### config.mk
export PLATFORM = sky130hd
export DESIGN_NAME = ring_go_arbiter
export DESIGN_NICKNAME = d
export VERILOG_FILES = /design/src/rtl/ring_arb_pkg.sv /design/src/rtl/ring_arb_go_accum.sv /design/src/rtl/ring_arb_tx_gate.sv /design/src/rtl/ring_arb_sym_out.sv /design/src/rtl/ring_go_arbiter.sv
export SDC_FILE = /design/constraint.sdc
export NUM_CORES = 1
export LEC_CHECK = 0
export ABC_AREA = 1
export BUFFER_PORTS_ARGS = -buffer_cell sky130_fd_sc_hd__buf_2
export CAP_MARGIN = 20
export CORE_MARGIN = 3
export CORE_UTILIZATION = 50
export CTS_BUF_LIST = sky130_fd_sc_hd__clkbuf_16
export DETAILED_ROUTE_END_ITERATION = 8
export PLACE_DENSITY = 0.74
export SETUP_SLACK_MARGIN = 0.1
export SYNTH_ARGS = -nofsm -noshare
export SYNTH_HDL_FRONTEND = slang
export SYNTH_SLANG_ARGS = --single-unit
### constraint.sdc
create_clock -name clk_i -period 3.2 [get_ports clk_i]
set_clock_uncertainty 0.2 [all_clocks]
set_input_delay 0.48 -clock clk_i [delete_from_list [all_inputs] [get_ports clk_i]]
set_output_delay 0.48 -clock clk_i [all_outputs]
set_load 0.005 [all_outputs]
### src/rtl/ring_arb_pkg.sv
package ring_arb_pkg;
  localparam int NUM_GRP = 8;
  localparam int ADDR_W  = 8;
  localparam int SYM_W   = NUM_GRP + ADDR_W;
  localparam int GIDX_W  = $clog2(NUM_GRP);

  typedef logic [NUM_GRP-1:0] grp_t;

  function automatic grp_t grp_mask(input logic [GIDX_W-1:0] idx);
    grp_t m;
    m = '0;
    m[idx] = 1'b1;
    return m;
  endfunction
endpackage

### src/rtl/ring_arb_go_accum.sv
module ring_arb_go_accum #(
  parameter int NUM_GRP = ring_arb_pkg::NUM_GRP
) (
  input  logic               clk_i,
  input  logic               rst_ni,
  input  logic               clr_i,
  input  logic               acc_en_i,
  input  logic [NUM_GRP-1:0] go_i,
  input  logic               blk_en_i,
  input  logic [NUM_GRP-1:0] hdr_grp_i,
  output logic [NUM_GRP-1:0] acc_o,
  output logic [NUM_GRP-1:0] blk_o
);
  logic [NUM_GRP-1:0] acc_q, blk_q;

  always_ff @(posedge clk_i or negedge rst_ni) begin
    if (!rst_ni) begin
      acc_q <= '0;
      blk_q <= '0;
    end else if (clr_i) begin
      acc_q <= '0;
      blk_q <= '0;
    end else begin
      if (acc_en_i) acc_q <= acc_q | go_i;
      if (blk_en_i) blk_q <= blk_q | hdr_grp_i;
    end
  end

  assign acc_o = acc_q;
  assign blk_o = blk_q;


  acc_keeps_bits_chk: assert property (@(posedge clk_i) disable iff (!rst_ni)
    !$past(clr_i) |-> ((acc_q & $past(acc_q)) == $past(acc_q)));
endmodule

### src/rtl/ring_arb_tx_gate.sv
module ring_arb_tx_gate #(
  parameter int NUM_GRP = ring_arb_pkg::NUM_GRP
) (
  input  logic               clk_i,
  input  logic               rst_ni,
  input  logic               is_idle_i,
  input  logic               pend_i,
  input  logic               bypass_empty_i,
  input  logic [NUM_GRP-1:0] req_i,
  input  logic [NUM_GRP-1:0] acc_i,
  input  logic [NUM_GRP-1:0] last_go_i,
  output logic               grant_o,
  output logic               block_now_o,
  output logic               wait_o
);
  logic wait_q, have_go;

  // blocked nodes rely on collected bits, idle nodes on the last emitted idle
  assign have_go     = wait_q ? |(acc_i & req_i) : |(last_go_i & req_i);
  assign grant_o     = is_idle_i & pend_i & bypass_empty_i & have_go;
  assign block_now_o = is_idle_i & pend_i & ~grant_o;

  always_ff @(posedge clk_i or negedge rst_ni) begin
    if (!rst_ni)                  wait_q <= 1'b0;
    else if (!pend_i || grant_o)  wait_q <= 1'b0;
    else if (block_now_o)         wait_q <= 1'b1;
  end

  assign wait_o = wait_q;


  wait_needs_pend_chk: assert property (@(posedge clk_i) disable iff (!rst_ni)
    wait_q |-> $past(pend_i));
endmodule

### src/rtl/ring_arb_sym_out.sv
module ring_arb_sym_out #(
  parameter int NUM_GRP = ring_arb_pkg::NUM_GRP,
  parameter int SYM_W   = ring_arb_pkg::SYM_W
) (
  input  logic               clk_i,
  input  logic               rst_ni,
  input  logic               sym_pkt_i,
  input  logic               sym_sop_i,
  input  logic [SYM_W-1:0]   sym_data_i,
  input  logic               accept_i,
  input  logic               pend_i,
  input  logic               bypass_full_i,
  input  logic [NUM_GRP-1:0] idle_go_i,
  input  logic               grant_i,
  output logic [NUM_GRP-1:0] last_go_o,
  output logic               out_pkt_o,
  output logic               out_sop_o,
  output logic [SYM_W-1:0]   out_data_o,
  output logic               tx_go_o
);
  localparam int PAD_W = SYM_W - NUM_GRP;

  logic [NUM_GRP-1:0] last_go_q, fill_go;
  logic               out_pkt_q, out_sop_q, tx_go_q;
  logic [SYM_W-1:0]   out_data_q;

  // gap left by an accepted word: extend previous idle only when quiet
  assign fill_go = (!pend_i && !bypass_full_i) ? last_go_q : '0;

  always_ff @(posedge clk_i or negedge rst_ni) begin
    if (!rst_ni) begin
      out_pkt_q  <= 1'b0;
      out_sop_q  <= 1'b0;
      out_data_q <= '0;
      tx_go_q    <= 1'b0;
      last_go_q  <= '0;
    end else begin
      tx_go_q <= grant_i;
      if (!sym_pkt_i) begin
        out_pkt_q  <= 1'b0;
        out_sop_q  <= 1'b0;
        out_data_q <= {{PAD_W{1'b0}}, idle_go_i};
        last_go_q  <= idle_go_i;
      end else if (!accept_i) begin
        out_pkt_q  <= 1'b1;
        out_sop_q  <= sym_sop_i;
        out_data_q <= sym_data_i;
      end else begin
        out_pkt_q  <= 1'b0;
        out_sop_q  <= 1'b0;
        out_data_q <= {{PAD_W{1'b0}}, fill_go};
        last_go_q  <= fill_go;
      end
    end
  end

  assign last_go_o  = last_go_q;
  assign out_pkt_o  = out_pkt_q;
  assign out_sop_o  = out_sop_q;
  assign out_data_o = out_data_q;
  assign tx_go_o    = tx_go_q;


  idle_extend_chk: assert property (@(posedge clk_i) disable iff (!rst_ni)
    $past(sym_pkt_i && accept_i && !pend_i && !bypass_full_i)
      |-> (!out_pkt_o && out_data_o[NUM_GRP-1:0] == $past(last_go_q)));


  pass_through_chk: assert property (@(posedge clk_i) disable iff (!rst_ni)
    $past(sym_pkt_i && !accept_i) |-> (out_pkt_o && out_data_o == $past(sym_data_i)));
endmodule

### src/rtl/ring_go_arbiter.sv
module ring_go_arbiter
  import ring_arb_pkg::*;
#(
  parameter int N_GRP  = NUM_GRP,
  parameter int DATA_W = SYM_W,
  localparam int GI_W  = $clog2(N_GRP)
) (
  input  logic              clk_i,
  input  logic              rst_ni,
  input  logic              sym_pkt_i,
  input  logic              sym_sop_i,
  input  logic [DATA_W-1:0] sym_data_i,
  input  logic              accept_i,
  input  logic              bypass_empty_i,
  input  logic              bypass_full_i,
  input  logic              pend_i,
  input  logic [GI_W-1:0]   pend_grp_i,
  output logic              out_pkt_o,
  output logic              out_sop_o,
  output logic [DATA_W-1:0] out_data_o,
  output logic              tx_go_o
);
  logic [N_GRP-1:0] req_mask, in_go, hdr_grp, idle_go;
  logic [N_GRP-1:0] acc_q, blk_q, last_go;
  logic             is_idle, is_hdr, grant, block_now, wait_q;

  assign is_idle = ~sym_pkt_i;
  assign is_hdr  = sym_pkt_i & sym_sop_i & ~accept_i;
  assign in_go   = sym_data_i[N_GRP-1:0];
  assign hdr_grp = sym_data_i[DATA_W-1 -: N_GRP];

  for (genvar b = 0; b < N_GRP; b++) begin : g_req
    assign req_mask[b] = (pend_grp_i == GI_W'(b));
  end

  // per-group go bit leaving on a forwarded idle
  for (genvar b = 0; b < N_GRP; b++) begin : g_fwd
    assign idle_go[b] = grant     ? (in_go[b] | acc_q[b]) :
                        block_now ? ((in_go[b] | acc_q[b]) & ~blk_q[b]) :
                                    in_go[b];
  end

  ring_arb_tx_gate #(.NUM_GRP(N_GRP)) u_gate (
    .clk_i          (clk_i),
    .rst_ni         (rst_ni),
    .is_idle_i      (is_idle),
    .pend_i         (pend_i),
    .bypass_empty_i (bypass_empty_i),
    .req_i          (req_mask),
    .acc_i          (acc_q),
    .last_go_i      (last_go),
    .grant_o        (grant),
    .block_now_o    (block_now),
    .wait_o         (wait_q)
  );

  ring_arb_go_accum #(.NUM_GRP(N_GRP)) u_accum (
    .clk_i     (clk_i),
    .rst_ni    (rst_ni),
    .clr_i     (grant | ~pend_i),
    .acc_en_i  (block_now),
    .go_i      (in_go),
    .blk_en_i  (pend_i & is_hdr),
    .hdr_grp_i (hdr_grp),
    .acc_o     (acc_q),
    .blk_o     (blk_q)
  );

  ring_arb_sym_out #(.NUM_GRP(N_GRP), .SYM_W(DATA_W)) u_out (
    .clk_i         (clk_i),
    .rst_ni        (rst_ni),
    .sym_pkt_i     (sym_pkt_i),
    .sym_sop_i     (sym_sop_i),
    .sym_data_i    (sym_data_i),
    .accept_i      (accept_i),
    .pend_i        (pend_i),
    .bypass_full_i (bypass_full_i),
    .idle_go_i     (idle_go),
    .grant_i       (grant),
    .last_go_o     (last_go),
    .out_pkt_o     (out_pkt_o),
    .out_sop_o     (out_sop_o),
    .out_data_o    (out_data_o),
    .tx_go_o       (tx_go_o)
  );


  grant_needs_empty_chk: assert property (@(posedge clk_i) disable iff (!rst_ni)
    tx_go_o |-> ($past(bypass_empty_i) && $past(pend_i) && !out_pkt_o));


  grant_clears_chk: assert property (@(posedge clk_i) disable iff (!rst_ni)
    tx_go_o |-> (acc_q == '0 && blk_q == '0 && !wait_q));


  blocked_mask_chk: assert property (@(posedge clk_i) disable iff (!rst_ni)
    (!out_pkt_o && !tx_go_o && $past(pend_i))
      |-> ((out_data_o[N_GRP-1:0] & $past(blk_q)) == '0));


  idle_unchanged_chk: assert property (@(posedge clk_i) disable iff (!rst_ni)
    $past(!sym_pkt_i && !pend_i)
      |-> (out_data_o == {{(DATA_W-N_GRP){1'b0}}, $past(in_go)}));
endmodule

# Word level (Yosys, flattened, before mapping)

Cells that the tools add are included.

Flip-flop bits (word level): 44
Bits in latches: 0
Memory bits (writable): 0
Memory bits (read-only): 0
Input bits: 27
Output and inout bits: 19
Memories kept: 0

Add/subtract/negate cells: 0
Multipliers: 0
Divide/modulo/power cells: 0
$lt $le $gt $ge: 0
Equality and inequality tests: 8
Shift-type cells: 0
Muxes and demuxes: 32
Bitwise gates (word level): 40
Reductions and logical operators: 10

Operator list:

| operator                                             | count |
|---|---|
| two-way mux 8 bit                                    | 7 |
| two-way mux 16 bit                                   | 2 |
| two-way mux 1 bit                                    | 23 |
| bitwise AND 8 bit                                    | 2 |
| OR 8 bit                                             | 2 |
| OR reduction 8 bit                                   | 2 |
| bitwise AND 1 bit                                    | 15 |
| equality test 3 bit (second input constant)          | 4 |
| NOT 1 bit                                            | 12 |
| OR 1 bit                                             | 9 |
| equality test 3 x 2 -> 1 bit (second input constant) | 2 |
| nonzero test 2 bit                                   | 3 |
| equality test 3 x 1 -> 1 bit (second input constant) | 1 |
| logical NOT 3 bit                                    | 1 |
| logical NOT 1 bit                                    | 2 |
| != test 2 x 1 -> 1 bit (second input constant)       | 1 |
| logical AND 1 bit                                    | 1 |
| logical OR 1 bit                                     | 1 |

# Longest topological paths before layout

Word-level depth: 10
Gate-level depth with buffers: 12
Mapped depth without buffers: 10

# Cells and area by module

A second synthesis with hierarchy kept.

Cells, all modules: 294
Area total of the unflattened synthesis: 2,317.2 sq um

Modules (own cells, without submodules):

| module            | instances | cells an instance | area each (sq um) |
|---|---|---|---|
| ring_arb_sym_out  | 1         | 124               | 1,147.4 |
| ring_arb_go_accum | 1         | 68                | 681.9 |
| ring_go_arbiter   | 1         | 59                | 287.8 |
| ring_arb_tx_gate  | 1         | 43                | 200.2 |

# Worst setup path after synthesis

Ideal clock, no wire load.

Kind: input port to flip-flop
Start point: input pend_grp_i[0]
End point: register u_out.last_go_q[5], in the netlist u_out.last_go_o[5]
Arrival: 1.490 ns
Required time: 2.876 ns
Slack: 1.386 ns
Stages: 12
Buffers on the path: 2
Cell sequence: buf_6 > inv_4 > nand3_2 > nor2_1 > nor2_2 > nand3_4 > nand3_4 > buf_12 > nor2_4 > nor2_2 > nand2_2 > nand3_1

Cells in the longest elaborated chain, start to end: 10
Elaborated cells between the ends (all ways): 19
Classes of those cells: eq/ne: 7; mux: 4; bitwise: 5; reduce/logical: 3

Ends and longest elaborated chain:

| what                                                 | RTL line               | source |
|---|---|---|
| from (decl)                                          | ring_go_arbiter.sv:17  | `input logic [GI_W-1:0] pend_grp_i,` |
| equality test 3 x 1 -> 1 bit (tied with other cells) | ring_go_arbiter.sv:33  | `assign req_mask[b] = (pend_grp_i == GI_W'(b));` |
| bitwise AND 8 bit                                    | ring_arb_tx_gate.sv:19 | `assign have_go = wait_q ? \|(acc_i & req_i) : \|(last_go_i & req_i);` |
| OR reduction 8 bit                                   | ring_arb_tx_gate.sv:19 |  |
| two-way mux 1 bit (*)                                | ring_arb_tx_gate.sv:19 |  |
| bitwise AND 1 bit (*)                                | ring_arb_tx_gate.sv:20 | `assign grant_o = is_idle_i & pend_i & bypass_empty_i & have_go;` |
| NOT 1 bit                                            | ring_arb_tx_gate.sv:21 | `assign block_now_o = is_idle_i & pend_i & ~grant_o;` |
| bitwise AND 1 bit                                    | ring_arb_tx_gate.sv:21 |  |
| two-way mux 1 bit                                    | ring_go_arbiter.sv:39  | `block_now ? ((in_go[b] \| acc_q[b]) & ~blk_q[b]) :` |
| two-way mux 1 bit (*)                                | ring_go_arbiter.sv:38  | `assign idle_go[b] = grant ? (in_go[b] \| acc_q[b]) :` |
| two-way mux 8 bit (*)                                | ring_arb_sym_out.sv:39 | `if (!sym_pkt_i) begin` |
| to (signal assigned)                                 | ring_arb_sym_out.sv:43 | `last_go_q <= idle_go_i;` |
| to (signal assigned)                                 | ring_arb_sym_out.sv:52 | `last_go_q <= fill_go;` |
| to (decl)                                            | ring_arb_sym_out.sv:23 | `logic [NUM_GRP-1:0] last_go_q, fill_go;` |

Every way passes the cells marked *; elsewhere a longest branch is shown, timed or not.
A chain may end at the register's enable or synchronous reset.

# Final worst setup path

Start point: input sym_pkt_i
End point: register u_out.out_data_q[1], in the netlist u_out.out_data_o[1]

Cells in the longest elaborated chain, start to end: 9

Ends and longest elaborated chain:

| what                            | RTL line                                       | source |
|---|---|---|
| from (decl)                     | ring_go_arbiter.sv:10                          | `input logic sym_pkt_i,` |
| NOT 1 bit                       | ring_go_arbiter.sv:27                          | `assign is_idle = ~sym_pkt_i;` |
| bitwise AND 1 bit               | ring_arb_tx_gate.sv:20, ring_arb_tx_gate.sv:21 |  |
| bitwise AND 1 bit (2 in series) | ring_arb_tx_gate.sv:20                         |  |
| NOT 1 bit                       | ring_arb_tx_gate.sv:21                         |  |
| bitwise AND 1 bit               | ring_arb_tx_gate.sv:21                         |  |
| two-way mux 1 bit               | ring_go_arbiter.sv:39                          |  |
| two-way mux 1 bit               | ring_go_arbiter.sv:38                          |  |
| two-way mux 16 bit (*)          | ring_arb_sym_out.sv:39                         |  |
| to (signal assigned)            | ring_arb_sym_out.sv:42                         | `out_data_q <= {{PAD_W{1'b0}}, idle_go_i};` |
| to (signal assigned)            | ring_arb_sym_out.sv:47                         | `out_data_q <= sym_data_i;` |
| to (signal assigned)            | ring_arb_sym_out.sv:51                         | `out_data_q <= {{PAD_W{1'b0}}, fill_go};` |
| to (decl)                       | ring_arb_sym_out.sv:25                         | `logic [SYM_W-1:0] out_data_q;` |

Marks and branches as above.

==> results by group <==
Status
  – Outcome: completed

Route
  – Vias post-DR: around 1900
  – Via-to-Cell Ratio: ~5.3
  – Drt drc: 0
  – DRT iter0 DRCs: 85
  – DR WL/cell: approximately 15 µm
  – Post-DRT Antenna Nets: 0
  – Final Routed Wirelength: about 5.2 mm
  – Drt pass-1 iters: 4

Setup path
  – Crit path max-delay family: simple AND/OR/NAND/NOR gates
  – Critical path required time: about 3.2 ns
  – Crit end category: flop
  – Critical Path Most Common Cell: nor2_1
  – R2r setup slk: roughly 1.5 ns
  – Worst path buffer plus inverter count: 2
  – CP peak stage delay: between 0.3 and 0.4 ns
  – CP startpoint kind: primary input
  – Crit path cell chain: buf_2, inv_2, nand2_4, nor2_4, nand3_4, nor2_1, nor2_1, nand2_1, nand3_1
  – CP Data Arrival Time: between 2 and 2.5 ns
  – Critical path class: primary input to flop
  – CP max stage cell: inv_2
  – Crit Path Max Fanout: 18

Synth
  – Synth area leader: dfrtp_1
  – Largest family of logic cells by synthesized area: simple AND/OR/NAND/NOR gates
  – Synth cell types: 27
  – Area contributors post-synth: dfrtp_1 (48%), nand2_1 (8.9%), nor2_1 (6.3%)
  – Post-synthesis mux area share: 0%
  – Asr flop ratio synth: 100%
  – Mapped Area: around 0.0023 mm²
  – Syn_area_per_cell: roughly 8.6 µm²
  – Top-area cell type share of the netlist area: roughly half
  – Compound-Gate Fraction of Synth Area: a little over a tenth
  – Mapped Cells: roughly 270
  – Number of flops mapped to enable cells by yosys: 0
  – Adder-Cell Fraction of Synth Area: 0%
  – Synth warnings: 0
  – #FFs+latches synth: between 40 and 50
  – Sequential area share after synthesis: a little under 50%
  – Xor/xnor share of the synthesized area: 0%
  – Mapped Nets: ~290
  – Synth Flop Type: dfrtp_1
  – Post-synthesis simple-gate area fraction: approximately a third

Layout
  – Design area: roughly 0.0026 mm²
  – Most frequent cells in the layout: nand2_1 (54), buf_2 (45), dfrtp_1 (44), nor2_1 (38), inv_1 (22)
  – Finished Layout Cells: ~360
  – Ratio of cells with drive above 1 in the final layout: between 20% and 30%
  – FILL cells: 377
  – Layout area overhead: 15.8%
  – Number of antenna repair diodes: 0
  – Final core occ: around 63%
  – Most common cell after layout, fill and taps aside: nand2_1
  – Layout Nets: ~340

Power and ir drop
  – Leakage: roughly 1.3 nW
  – PwrDens: between 400 and 500 mW/mm²
  – VDD IR max: around 0.00035 V

Timing
  – Period utilisation layout: ~64%
  – Max Transition Viols Final: 0
  – Achievable Freq: between 400 and 500 MHz
  – Final Critical Period: between 2 and 2.5 ns
  – Setup Viol. Count Final: 0
  – Setup_tns: 0 ns
  – Fin. Hold Viols: 0
  – RSZ-0062 raised after global routing: no
  – Worst slew pin tran: ~0.95 ns
  – Slew HR: 36.5%

Clock tree
  – Clock Latency Late Sink: about 0.28 ns
  – Post-cts hold buffer count: 0
  – Setup repair bufs after CTS: 0
  – Post-CTS Resized: 0
  – CTS tree: yes
  – CTS max path bufs: 2
  – H-tree lvl count: 2
  – Inserted Clock Buffers: 5
  – Register clock-pin slew on the reported worst setup and hold paths: 0.06 ns
  – TritonCTS Sinks: 44
  – Root Driver: clkbuf_16

Worst hold path
  – Hold WC Path Type: primary input to asynchronous set/reset pin

Job
  – Max cap viols: 0

Place
  – Dpl hpwl: 3.99 mm
  – Routability cong.: approximately 0.86
  – Placed Area: between 0.002 and 0.003 mm²
  – IO Port Bufs: 45
  – Placed Cells: between 300 and 400

Global route
  – Largest net degree at the start of global routing: 45
  – Total GRT Usage: a little over a fifth
  – GRT overflow: 0
  – Vias in the first global route: approximately 1900
  – Antenna violations before repair: 0
  – Global-route wire length before repair: ~8.7 mm

Floorplanning
  – Die Y: between 70 and 80 µm
  – Initial Util: a little over half
  – Ports: 46
  – Num rows: 23
  – Core Footprint: about 0.0042 mm²
  – Full die area: 0.00541 mm²
  – Die width: 73.5 µm
synthesized netlist by cell type (2+ instances only):
master	instances
nand4_1	12
o211ai_2	3
buf_2	4
o22ai_1	2
nor2_2	4
buf_6	3
dfrtp_1	44
nor3_1	5
inv_2	2
o21ai_0	9
nand2_1	54
nor2_4	2
inv_4	2
nand2_2	5
a21oi_1	20
nand3_4	3
nand2_4	3
nand3_1	13
a21oi_2	4
inv_1	22
nor2_1	38
nand3_2	6
per-layer routing:
layer	vias up	GRT usage, %	part of all wire (%)
met5	-	0	0
met2	50	33.8	47
li1	958	-	-
met3	6	5.88	6.3
met1	900	28.2	46
met4	0	5.43	1.1
cells by family (layout without fill, tap and decap cells):
family          after synthesis  in the layout
flops                        44             44
simple gates                146            146
compound gates               40             40
buf+inv                      35             81
state kept, by name, indices dropped and copies added (netlist names):
name	cells
u_out.out_sop_o	1
u_out.tx_go_o	1
u_out.last_go_o	8
u_out.out_data_o	16
u_gate.wait_o	1
u_accum.blk_o	8
u_out.out_pkt_o	1
u_accum.acc_o	8
path summary, 6_finish.rpt:
kind | from | endpoint | cells after the start
min | rst_ni | u_out.out_data_o[9] | 1
min reg2reg | u_accum.blk_o[5] | u_accum.blk_o[5] | 2
max in group asynchronous | rst_ni | u_accum.acc_o[1] | 1
max reg2reg | u_out.last_go_o[6] | u_accum.acc_o[1] | 7
min in group clk_i | sym_data_i[15] | u_out.out_data_o[15] | 3
max | sym_pkt_i | u_out.out_data_o[1] | 9
area by class of cell:
type                    instances  area [µm²]  share of cell area, %
inverters                      27         106                   4.03
repair buffers                 46         233                   8.81
multi-input cells             186        1000                   37.8
clock inverters                 3        13.8                  0.521
well taps                      50        62.6                   2.37
flip-flops and latches         44        1100                   41.7
clock buffers                   5         125                   4.74
power breakdown:
group	switching (W)	internal [W]
combinational	0.000130	0.0000709
clock	0.000199	0.000283
sequential	0.0000233	0.000596
total	0.000353	0.000950
through the flow:
stage                     power (W)  hold WS [ns]  setup WS (ns)
final                       0.00130         0.143           1.15
after global routing        0.00136         0.228          0.978
after CTS                   0.00131         0.184           1.15
after detailed placement   0.000831         0.308          0.848
after global placement     0.000827         0.298          0.913
after floorplan            0.000754       -0.0156           1.39
worst reg2reg max path: stages, from the launching register on:
cell	delay (ns)
dfrtp_1	0.40
nand4_1	0.10
nand3_1	0.08
nor2_1	0.12
nand2_2	0.12
nand3_4	0.27
nand3_4	0.18
o21ai_0	0.19
No activity file was read; power rests on OpenSTA's default activity.
